File: src/rtl/i2cb_pkg.sv
`timescale 1ns/1ps
package i2cb_pkg;

    localparam int BYTE_W = 8;
    localparam int CNT_W  = $clog2(BYTE_W + 1);

    // Link engine state
    typedef enum logic [2:0] {
        LS_IDLE,
        LS_RX,
        LS_ACK,
        LS_HOLD,
        LS_TX,
        LS_MACK
    } link_st_e;

    // Position of a received byte within a transaction
    typedef enum logic [1:0] {
        BP_DEV,
        BP_REG,
        BP_DATA,
        BP_EXTRA
    } byte_pos_e;

    // Synchronised bus events
    typedef struct packed {
        logic sda;
        logic scl_rise;
        logic scl_fall;
        logic start;
        logic stop;
    } bus_ev_t;

    // Back-end command
    typedef struct packed {
        logic              we;
        logic [BYTE_W-1:0] addr;
        logic [BYTE_W-1:0] wdata;
    } be_cmd_t;

    function automatic logic addr_hit(input logic [BYTE_W-1:0] b, input logic [6:0] dev);
        return b[BYTE_W-1:1] == dev;
    endfunction

    function automatic byte_pos_e next_pos(input byte_pos_e p);
        case (p)
            BP_DEV:  return BP_REG;
            BP_REG:  return BP_DATA;
            default: return BP_EXTRA;
        endcase
    endfunction

endpackage

File: src/rtl/i2cb_sync.sv
`timescale 1ns/1ps
module i2cb_sync #(
    parameter int STAGES = 2,
    parameter int W      = 2
) (
    input  logic         clk,
    input  logic         rst,
    input  logic [W-1:0] d,
    output logic [W-1:0] q
);

    for (genvar i = 0; i < W; i++) begin : g_bit
        logic [STAGES-1:0] ff;
        always_ff @(posedge clk) begin
            if (rst) ff <= '1;
            else     ff <= {ff[STAGES-2:0], d[i]};
        end
        assign q[i] = ff[STAGES-1];
    end

endmodule

File: src/rtl/i2cb_events.sv
`timescale 1ns/1ps
module i2cb_events import i2cb_pkg::*; (
    input  logic    clk,
    input  logic    rst,
    input  logic    scl,
    input  logic    sda,
    output bus_ev_t ev
);

    logic scl_q, sda_q;

    always_ff @(posedge clk) begin
        if (rst) begin
            scl_q <= 1'b1;
            sda_q <= 1'b1;
        end else begin
            scl_q <= scl;
            sda_q <= sda;
        end
    end

    always_comb begin
        ev.sda      = sda;
        ev.scl_rise = scl & ~scl_q;
        ev.scl_fall = ~scl & scl_q;
        ev.start    = scl & scl_q & sda_q & ~sda;
        ev.stop     = scl & scl_q & ~sda_q & sda;
    end

endmodule

File: src/rtl/i2cb_link.sv
`timescale 1ns/1ps
module i2cb_link import i2cb_pkg::*; #(
    parameter logic [6:0] DEV_ADDR = 7'h2C
) (
    input  logic              clk,
    input  logic              rst,
    input  bus_ev_t           ev,
    input  logic              stretch_en,
    input  logic              pending,
    input  logic              be_done,
    input  logic [BYTE_W-1:0] be_rdata,
    input  logic [BYTE_W-1:0] rdbuf,
    output logic              scl_oe,
    output logic              sda_oe,
    output logic              be_req,
    output be_cmd_t           cmd
);

    localparam logic [CNT_W-1:0] FULL = CNT_W'(BYTE_W);
    localparam logic [CNT_W-1:0] LAST = CNT_W'(BYTE_W - 1);

    link_st_e          st;
    byte_pos_e         pos;
    logic [CNT_W-1:0]  bitcnt;
    logic [BYTE_W-1:0] sh, tx, regaddr, wdata;
    logic              rw, launch_q, mack;
    logic              ack_ok, launch_c;

    // Acknowledge and launch decision for the byte just received
    always_comb begin
        ack_ok   = 1'b0;
        launch_c = 1'b0;
        case (pos)
            BP_DEV: begin
                ack_ok   = addr_hit(sh, DEV_ADDR) && !(sh[0] && pending);
                launch_c = sh[0];
            end
            BP_REG:  ack_ok = 1'b1;
            BP_DATA: begin
                ack_ok   = !pending;
                launch_c = 1'b1;
            end
            default: ack_ok = 1'b0;
        endcase
    end

    always_ff @(posedge clk) begin
        if (rst) begin
            st       <= LS_IDLE;
            pos      <= BP_DEV;
            bitcnt   <= '0;
            sh       <= '0;
            tx       <= '0;
            regaddr  <= '0;
            wdata    <= '0;
            rw       <= 1'b0;
            launch_q <= 1'b0;
            mack     <= 1'b0;
            scl_oe   <= 1'b0;
            sda_oe   <= 1'b0;
            be_req   <= 1'b0;
            cmd      <= '0;
        end else begin
            be_req <= 1'b0;
            if (ev.start) begin
                st     <= LS_RX;
                pos    <= BP_DEV;
                bitcnt <= '0;
                sda_oe <= 1'b0;
            end else if (ev.stop) begin
                st     <= LS_IDLE;
                sda_oe <= 1'b0;
            end else begin
                case (st)
                    LS_RX: begin
                        if (ev.scl_rise && bitcnt != FULL) begin
                            sh     <= {sh[BYTE_W-2:0], ev.sda};
                            bitcnt <= bitcnt + 1'b1;
                        end else if (ev.scl_fall && bitcnt == FULL) begin
                            bitcnt <= '0;
                            pos    <= next_pos(pos);
                            if (pos == BP_DEV)  rw      <= sh[0];
                            if (pos == BP_REG)  regaddr <= sh;
                            if (pos == BP_DATA) wdata   <= sh;
                            if (ack_ok) begin
                                sda_oe   <= 1'b1;
                                launch_q <= launch_c;
                                st       <= LS_ACK;
                            end else begin
                                st <= LS_IDLE;
                            end
                        end
                    end
                    LS_ACK: begin
                        if (ev.scl_fall) begin
                            sda_oe <= 1'b0;
                            if (launch_q) begin
                                be_req    <= 1'b1;
                                cmd.we    <= ~rw;
                                cmd.addr  <= regaddr;
                                cmd.wdata <= wdata;
                            end
                            if (launch_q && stretch_en) begin
                                scl_oe <= 1'b1;
                                st     <= LS_HOLD;
                            end else if (rw) begin
                                tx     <= rdbuf;
                                sda_oe <= ~rdbuf[BYTE_W-1];
                                bitcnt <= '0;
                                st     <= LS_TX;
                            end else begin
                                st <= LS_RX;
                            end
                        end
                    end
                    LS_HOLD: begin
                        if (be_done) begin
                            scl_oe <= 1'b0;
                            if (rw) begin
                                tx     <= be_rdata;
                                sda_oe <= ~be_rdata[BYTE_W-1];
                                bitcnt <= '0;
                                st     <= LS_TX;
                            end else begin
                                st <= LS_RX;
                            end
                        end
                    end
                    LS_TX: begin
                        if (ev.scl_fall) begin
                            if (bitcnt == LAST) begin
                                sda_oe <= 1'b0;
                                bitcnt <= '0;
                                st     <= LS_MACK;
                            end else begin
                                bitcnt <= bitcnt + 1'b1;
                                tx     <= {tx[BYTE_W-2:0], 1'b0};
                                sda_oe <= ~tx[BYTE_W-2];
                            end
                        end
                    end
                    LS_MACK: begin
                        if (ev.scl_rise) begin
                            mack <= ~ev.sda;
                        end else if (ev.scl_fall) begin
                            if (mack) begin
                                tx     <= rdbuf;
                                sda_oe <= ~rdbuf[BYTE_W-1];
                                st     <= LS_TX;
                            end else begin
                                st <= LS_IDLE;
                            end
                        end
                    end
                    default: ;
                endcase
            end
        end
    end

endmodule

File: src/rtl/i2cb_cmpl.sv
`timescale 1ns/1ps
module i2cb_cmpl import i2cb_pkg::*; (
    input  logic              clk,
    input  logic              rst,
    input  logic              be_req,
    input  logic              be_we,
    input  logic              held,
    input  logic              be_done,
    input  logic [BYTE_W-1:0] be_rdata,
    input  logic              irq_clr,
    output logic              pending,
    output logic              irq,
    output logic [BYTE_W-1:0] rdbuf
);

    logic held_q, rd_q, fin;

    assign fin = be_done && pending;

    always_ff @(posedge clk) begin
        if (rst) begin
            pending <= 1'b0;
            held_q  <= 1'b0;
            rd_q    <= 1'b0;
            irq     <= 1'b0;
            rdbuf   <= '0;
        end else begin
            if (be_req) begin
                pending <= 1'b1;
                held_q  <= held;
                rd_q    <= ~be_we;
            end else if (fin) begin
                pending <= 1'b0;
            end
            if (fin && rd_q) rdbuf <= be_rdata;
            if (fin && !held_q)  irq <= 1'b1;
            else if (irq_clr)    irq <= 1'b0;
        end
    end

endmodule

File: src/rtl/i2cb_bridge.sv
`timescale 1ns/1ps
module i2cb_bridge import i2cb_pkg::*; #(
    parameter logic [6:0] DEV_ADDR    = 7'h2C,
    parameter int         SYNC_STAGES = 2
) (
    input  logic              clk,
    input  logic              rst,
    input  logic              stretch_en,
    input  logic              scl_i,
    input  logic              sda_i,
    output logic              scl_oe,
    output logic              sda_oe,
    output logic              be_req,
    output logic              be_we,
    output logic [BYTE_W-1:0] be_addr,
    output logic [BYTE_W-1:0] be_wdata,
    input  logic              be_done,
    input  logic [BYTE_W-1:0] be_rdata,
    output logic              irq,
    input  logic              irq_clr
);

    logic [1:0]        lines;
    bus_ev_t           ev;
    be_cmd_t           cmd;
    logic              pending;
    logic [BYTE_W-1:0] rdbuf;

    i2cb_sync #(.STAGES(SYNC_STAGES), .W(2)) u_sync (
        .clk (clk),
        .rst (rst),
        .d   ({scl_i, sda_i}),
        .q   (lines)
    );

    i2cb_events u_ev (
        .clk (clk),
        .rst (rst),
        .scl (lines[1]),
        .sda (lines[0]),
        .ev  (ev)
    );

    i2cb_link #(.DEV_ADDR(DEV_ADDR)) u_link (
        .clk        (clk),
        .rst        (rst),
        .ev         (ev),
        .stretch_en (stretch_en),
        .pending    (pending),
        .be_done    (be_done),
        .be_rdata   (be_rdata),
        .rdbuf      (rdbuf),
        .scl_oe     (scl_oe),
        .sda_oe     (sda_oe),
        .be_req     (be_req),
        .cmd        (cmd)
    );

    i2cb_cmpl u_cmpl (
        .clk      (clk),
        .rst      (rst),
        .be_req   (be_req),
        .be_we    (cmd.we),
        .held     (scl_oe),
        .be_done  (be_done),
        .be_rdata (be_rdata),
        .irq_clr  (irq_clr),
        .pending  (pending),
        .irq      (irq),
        .rdbuf    (rdbuf)
    );

    assign be_we    = cmd.we;
    assign be_addr  = cmd.addr;
    assign be_wdata = cmd.wdata;

endmodule

File: config.mk
export PLATFORM = sky130hd
export DESIGN_NAME = i2cb_bridge
export DESIGN_NICKNAME = d
export VERILOG_FILES = /design/src/rtl/i2cb_pkg.sv /design/src/rtl/i2cb_sync.sv /design/src/rtl/i2cb_events.sv /design/src/rtl/i2cb_link.sv /design/src/rtl/i2cb_cmpl.sv /design/src/rtl/i2cb_bridge.sv
export SDC_FILE = /design/constraint.sdc
export NUM_CORES = 1
export LEC_CHECK = 0
export BUFFER_PORTS_ARGS = -buffer_cell sky130_fd_sc_hd__buf_4
export CAP_MARGIN = 20
export CORE_AREA = 2 2 143 117
export DETAILED_ROUTE_END_ITERATION = 12
export DIE_AREA = 0 0 145 119
export HOLD_SLACK_MARGIN = 0.06
export MAX_ROUTING_LAYER = met4
export PLACE_DENSITY_LB_ADDON = 0.1
export SLEW_MARGIN = 15
export SYNTH_ARGS = -nofsm -noshare
export SYNTH_HDL_FRONTEND = slang
export SYNTH_SLANG_ARGS = --single-unit
export TNS_END_PERCENT = 50
File: constraint.sdc
create_clock -name clk -period 2 [get_ports clk]
set_clock_uncertainty 0.15 [all_clocks]
set_input_delay 0.1 -clock clk [delete_from_list [all_inputs] [get_ports clk]]
set_output_delay 0.1 -clock clk [all_outputs]
set_load 0.1 [all_outputs]
==> out/qor.txt, run 1 <==
Layout fillers: 1672
Area leader, netlist: dfxtp_1
# nets final: 557
Most frequent cells after synthesis: dfxtp_1, nand2_1, nor2_1
Final setup viols: 0
Synth Area in XOR/XNOR: 0.470%
Clk root buf: clkbuf_16
Non-Filler Instances: 765
Synth area leaders: dfxtp_1, mux2i_1, a21oi_1
Avg WL per Cell: 13.7 um
Syn avg cell area: 8.45 um^2
Synth cell types: 54
Slowest CP cell: or4_1
Critical-path maximum fanout: 5
WS Path Type: reg -> reg
# rows: 42
Final WS setup: 0.0339 ns
Post-synth top area share: 43.5%
Die height: 119 um
Share of layout cells above drive strength 1: 27.7%
Worst path required time: 2.13 ns
Count leader, synth: dfxtp_1
Status: completed
CP Capture Type: flop
Vias after detailed routing: 3382
Slew @ Worst Pin: 0.417 ns
RSZ-0062 raised after global routing: true
IO Pins: 36
Clock buffer depth: 2
Cells after DPL: 728
Pleak: 2.07 nW
Std-Cell Core Area: 0.0160 mm^2
Drc violations: 0
Multiplexer share of the synthesized area: 10.8%
Post-DRT Antenna Nets: 0
Top_reg_cell synth: dfxtp_1
Rel. slew slack: 72.1%
Startpoint types: flop
DP HPWL: 7140 um
Synthesized netlist cell count: 441
R2r setup slk: 0.03 ns
Crit path cell chain: inv_2 -> ha_4 -> and3b_2 -> buf_4 -> and3_4 -> o21ai_1 -> or4_1 -> a21oi_1
Initial cell density of the core: 23.2%
Compound-Gate Fraction of Synth Area: 14.1%
Power density over the cells: 698 mW/mm^2
Via-per-instance ratio: 4.42
Post-Synth Simple-Gate Area: 26.2%
H-tree depth: 3
Critical path arrival: 2.09 ns
Final wirelength: 10400 um
Max-cap violations: 0
Slowest cell delay on critical path: 0.46 ns
Post-Synth Adder-Cell Area: 0.672%
Port buffer count: 35
First-pass GRT wire length: 16800 um
Max Fclk: 0.509 GHz
Clk_lat worst skew: 0.34 ns
CTS tree: yes
Final hold vios: 0
Cts bufs inserted: 9
Synthesized cell area: 0.00372 mm^2
Slew Limit Fails: 0
Die width: 145 um
Initial DRC count: 189
All-Layer GR Usage: 12.7%
Diodes inserted: 0
Total congestion overflow: 0
Mapped Nets: 458
Post-synth ARST share: 0%
Final worst path period share: 98.3%
Seq/Total Area, Yosys: 43.5%
Placer Congestion: 0.855
Min Tclk post-route: 1.97 ns
DIE AREA: 0.0173 mm^2
Largest net degree at the start of global routing: 34
Synth-to-layout area growth: 41.5%
Yosys reg bits: 81
Pre-antenna DRT Iters: 5
Yosys warns: 0
Largest family of logic cells by synthesized area: simple AND/OR/NAND/NOR gates
Vias in the first global route: 3218
Class of the worst hold path: in -> reg
Pre-CTS WS: -0.130 ns
Number of synthesized flops with an enable pin: 0
Initial antenna violation count: 0
Clock Sinks: 81
Clock Pin Slew Worst Setup and Hold Paths: 0.07 ns
VDD IR max: 394 uV
Total Power: 0.00368 W
-- logic make-up after synthesis --
kind of cell               Yosys count
AOI/OAI and AO/OA                   87
xor gates and xnor gates             2
adders and majority gates            2
buffers and inverters               36
DFF                                 81
muxes                               40
and+or+nand+nor                    193
-- where the power goes --
group	total (W)	switching [W]	internal (W)	leakage (nW)
clock network	0.00187	0.000743	0.00112	0.164
logic	0.000188	0.0000975	0.0000902	1.25
registers	0.00162	0.00000398	0.00162	0.655
-- cells in the final DEF, fill, tap and decap left out, types with 2 or more instances in the layout --
cell,instances
clkbuf_16,9
nor2_1,57
inv_6,2
a21oi_1,43
and2_1,2
dfxtp_1,77
nand2b_1,8
a211oi_1,3
nor2_4,2
dfxtp_2,4
nor2b_1,6
o31ai_1,2
inv_1,7
nand4b_1,4
nand2_1,57
inv_8,2
buf_4,93
or4_1,2
bufinv_16,2
mux2i_1,39
nor4_1,2
inv_2,2
dlygate4sd3_1,16
a31oi_1,2
o32ai_1,2
o21ai_0,12
nor3b_1,2
and3_4,2
and3_1,2
a21oi_2,2
or2_2,7
and3b_2,2
o22ai_1,8
nor3_1,14
nand3b_1,9
buf_12,3
nor4_2,2
nand3_1,4
-- repair_timing --
| action | 4_1_cts | 5_1_grt |
|---|---|---|
| hold endpoints to repair | 22 | 0 |
| pin swaps | 6 | 8 |
| hold buffers | 16 | 0 |
| buffers inserted | 2 | 2 |
| gates resized for setup | 12 | 13 |
| cloned | 0 | 1 |
| endpoints found under the setup margin | 12 | 30 |
-- worst max-delay path: cells and delay by family, from the launching register on --
kind,cells,cell delay [ns]
compound gates,2,0.21
fa+ha+maj,1,0.12
buf+inv,2,0.22
flops,1,0.33
simple gates,3,0.86
-- sequential cells by signal (all words and copies together) (netlist names), 2 cells and up --
| name | cells |
|---|---|
| u_link.cmd | 17 |
| u_sync.g_bit.ff | 4 |
| u_link.st | 3 |
| u_link.tx | 7 |
| u_link.regaddr | 8 |
| u_cmpl.rdbuf | 8 |
| u_link.wdata | 8 |
| u_link.sh | 8 |
| u_link.bitcnt | 4 |
| u_link.pos | 2 |
-- stage by stage --
step           instance area [um^2]  hold WS (ns)  TNS [ns]  util, %
6_report                       5270         0.228         0     32.9
3_3_place_gp                   4630         0.138    -0.713     28.9
3_5_place_dp                   4630         0.137    -0.865     28.9
2_1_floorplan                  3740        0.0538         0        -
5_1_grt                        5270         0.276    -0.338     32.9
4_1_cts                        5180         0.204  -0.00597     32.3
-- cell type report --
type                            count  area, um^2  area share [%]
Multi-Input combinational cell    325        2050            39.0
Sequential cell                    81        1630            30.9
Timing Repair Buffer              114         945            17.9
Tap cell                          220         275            5.22
Clock buffer                        9         225            4.27
Clock inverter                      7         109            2.07
Inverter                            9        33.8           0.641
-- final timing paths --
path                                                  startpoint                                to  cells past startpoint
worst min register to register  u_sync.g_bit[0].ff[0]$_SDFF_PP1_  u_sync.g_bit[0].ff[1]$_SDFF_PP1_                      1
worst max register to register     u_link.bitcnt[1]$_SDFFE_PP0P_      u_link.launch_q$_SDFFE_PP0P_                      8
worst max-delay path               u_link.bitcnt[1]$_SDFFE_PP0P_      u_link.launch_q$_SDFFE_PP0P_                      8
worst min-delay path                                  stretch_en        u_link.scl_oe$_SDFFE_PP0P_                      4
-- layer usage --
layer  part of all wire [%]  vias to the layer above  track usage [%]
met3                    4.5                        5             4.06
met2                     41                       65             17.3
met1                     54                     1567             17.6
met4                   0.99                        0             4.08
met5                      0                        -                -
li1                       -                     1745                -
Power figures use the tool's default switching activity.
==> inputs of run 2 (changes only) <==
Settings changed: CORE_AREA 2 2 143 117 to 2 2 140 115, DIE_AREA 0 0 145 119 to 0 0 142 117, GPL_ROUTABILITY_DRIVEN set to 0.
==> out/qor.txt, run 2 (synthesized netlist as in run 1, its figures left out) <==
Status: finished, violations left (was completed)
Violated checks: negative setup slack
Cts bufs inserted: 9 (unchanged)
Most frequent cells in the layout: buf_4, dfxtp_1, nand2_1, nor2_1, a21oi_1 (unchanged)
RSZ-0062 raised after global routing: true (unchanged)
Largest register by flop count: u_link.cmd (unchanged)
Clk root buf: clkbuf_16 (unchanged)
Startpoint types: flop (unchanged)
Vias in the first global route: 3167 (was 3218)
DIE AREA: 0.0166 mm^2 (was 0.0173 mm^2)
Via-per-instance ratio: 4.68 (was 4.42)
Std-Cell Core Area: 0.0153 mm^2 (was 0.0160 mm^2)
Slowest cell delay on critical path: 0.34 ns (was 0.46 ns)
Commonest non-fill, non-tap cell in the layout: buf_4 (unchanged)
Final Cell Area: 0.00515 mm^2 (was 0.00527 mm^2)
Origin of the critical flop-to-flop path: u_link.bitcnt[0]$_SDFFE_PP0P_ (was u_link.bitcnt[1]$_SDFFE_PP0P_)
Vias after detailed routing: 3435 (was 3382)
CP bufs+invs: 1 (was 2)
Clock Pin Slew Worst Setup and Hold Paths: 0.06 ns (was 0.07 ns)
CP Capture Type: flop (unchanged)
Family with the most delay on the worst path: multiplexers (was simple AND/OR/NAND/NOR gates)
Crit path to: u_link.bitcnt[1]$_SDFFE_PP0P_ (was u_link.launch_q$_SDFFE_PP0P_)
Total congestion overflow: 0 (unchanged)
R2r setup slk: -0.003 ns (was 0.03 ns)
Final worst path period share: 100% (was 98.3%)
Diodes inserted: 0 (unchanged)
Power density over the cells: 643 mW/mm^2 (was 698 mW/mm^2)
Avg WL per Cell: 14.2 um (was 13.7 um)
Slowest CP cell: dfxtp_2 (was or4_1)
Worst path required time: 2.11 ns (was 2.13 ns)
First-pass GRT wire length: 16600 um (was 16800 um)
Non-Filler Instances: 734 (was 765)
Clock buffer depth: 2 (unchanged)
Rel. slew slack: 66.8% (was 72.1%)
Clk_lat worst skew: 0.34 ns (about the same)
Pre-antenna DRT Iters: 5 (unchanged)
Final wirelength: 10400 um (about the same)
Critical path origin: u_link.bitcnt[0]$_SDFFE_PP0P_ (was u_link.bitcnt[1]$_SDFFE_PP0P_)
Initial DRC count: 193 (was 189)
Crit path cell chain: inv_2 -> ha_4 -> and3b_2 -> mux2_4 -> a211oi_4 -> and2_4 -> mux2i_1 (was inv_2 -> ha_4 -> and3b_2 -> buf_4 -> and3_4 -> o21ai_1 -> or4_1 -> a21oi_1)
Max reg flops: 17 (unchanged)
Largest net degree at the start of global routing: 44 (was 34)
Initial cell density of the core: 24.3% (was 23.2%)
Final setup viols: 1 (was 0)
Critical-path maximum fanout: 5 (unchanged)
H-tree depth: 3 (unchanged)
Die height: 117 um (was 119 um)
DP HPWL: 7220 um (was 7140 um)
Placed Area: 0.00455 mm^2 (was 0.00463 mm^2)
Max Fclk: 0.499 GHz (was 0.509 GHz)
Pleak: 2.04 nW (was 2.07 nW)
Port buffer count: 35 (unchanged)
Clock Sinks: 81 (unchanged)
Class of the worst hold path: in -> reg (unchanged)
Die width: 142 um (was 145 um)
Critical path arrival: 2.12 ns (was 2.09 ns)
Final WS setup: -0.00255 ns (was 0.0339 ns)
CP Depth: 7 (was 8)
Synth-to-layout area growth: 38.3% (was 41.5%)
Share of layout cells above drive strength 1: 26.4% (was 27.7%)
Final hold vios: 0 (unchanged)
FF-to-FF End: u_link.bitcnt[1]$_SDFFE_PP0P_ (was u_link.launch_q$_SDFFE_PP0P_)
All-Layer GR Usage: 13.3% (was 12.7%)
Slew @ Worst Pin: 0.496 ns (was 0.417 ns)
Initial antenna violation count: 0 (unchanged)
CTS tree: yes (unchanged)
# rows: 41 (was 42)
WS Path Type: reg -> reg (unchanged)
Layout fillers: 1636 (was 1672)
Cells after DPL: 697 (was 728)
IO Pins: 36 (unchanged)
Slew Limit Fails: 0 (unchanged)
# nets final: 554 (was 557)
VDD IR max: 368 uV (was 394 uV)
Max-cap violations: 0 (unchanged)
Drc violations: 0 (unchanged)
Post-DRT Antenna Nets: 0 (unchanged)
Min Tclk post-route: 2.00 ns (was 1.97 ns)
Depth of the worst register-to-register path: 7 (was 8)
-- run 2: cell types whose count changed in the layout (fill, tap and decap cells not counted), moves of 2 or more --
cell and delta:
bufinv_16 -2, clkinv_2 +2, inv_6 -2, clkbuf_1 +2, dlygate4sd3_1 +3, buf_4 -4
inv_8 -2
-- run 2: layer usage --
metal  share of wire (%)  vias to the layer above  global-route usage [%]
met5                   0                        -                       -
met2                  41                       55                    18.2
met1                  53                     1629                    18.3
met3                 3.7                       15                    3.86
met4                 1.7                        0                    5.40
li1                    -                     1736                       -
-- run 2: cell type report --
cell class | instances | area (um^2) | share of cell area (%)
Clock buffer | 12 | 246 | 4.79
Clock inverter | 3 | 17.5 | 0.340
Inverter | 9 | 33.8 | 0.656
Multi-Input combinational cell | 325 | 2080 | 40.3
Sequential cell | 81 | 1630 | 31.6
Tap cell | 193 | 241 | 4.69
Timing Repair Buffer | 111 | 910 | 17.7
-- run 2: worst register-to-register path, delay by kind of cell, from the launching register on --
family | cells | cell delay, ns
multiplexers | 2 | 0.48
AND/OR/NAND/NOR | 2 | 0.46
flip-flops | 1 | 0.34
adder cells (fa/ha/maj) | 1 | 0.15
AO/OA/AOI/OAI | 1 | 0.30
buffers and inverters | 1 | 0.05
-- run 2: what timing repair did --
action / CTS / global route
resized for setup: 8 / 18
hold buffers: 19 / 0
pin swaps: 4 / 6
endpoints found under the setup margin: 25 / 30
buffers inserted: 1 / 1
gates cloned: 0 / 1
endpoints found under the hold margin: 17 / 0
-- run 2: metrics by stage --
step / utilization, % / hold slack (ns) / setup TNS [ns] / worst slack (ns) / total power (W)
after floorplan: - / 0.0538 / 0 / 0.0245 / 0.00175
after global placement: 29.7 / 0.139 / -0.0744 / -0.0378 / 0.00182
after detailed placement: 29.7 / 0.138 / -0.365 / -0.0867 / 0.00182
after CTS: 32.8 / 0.221 / -0.0662 / -0.0445 / 0.00338
after global routing: 33.6 / 0.279 / -1.15 / -0.102 / 0.00346
final: 33.6 / 0.240 / -0.00255 / -0.00255 / 0.00331
-- run 2: power by group --
part	switching, W	total (W)	internal [W]
clock	0.000639	0.00150	0.000864
combinational	0.0000969	0.000185	0.0000878
sequential	0.00000428	0.00162	0.00162
total	0.000741	0.00331	0.00257
-- run 2: worst min-delay path by stage --
stage                                          start                          endpoint  cells past startpoint  slack, ns
finish                                    stretch_en        u_link.scl_oe$_SDFFE_PP0P_                      4       0.24
global route        u_sync.g_bit[0].ff[0]$_SDFF_PP1_  u_sync.g_bit[0].ff[1]$_SDFF_PP1_                      1       0.28
CTS                                       stretch_en        u_link.scl_oe$_SDFFE_PP0P_                      4       0.22
detailed placement                             scl_i  u_sync.g_bit[1].ff[0]$_SDFF_PP1_                      2       0.14
global placement                               scl_i  u_sync.g_bit[1].ff[0]$_SDFF_PP1_                      2       0.14
floorplan                                      sda_i  u_sync.g_bit[0].ff[0]$_SDFF_PP1_                      1       0.05
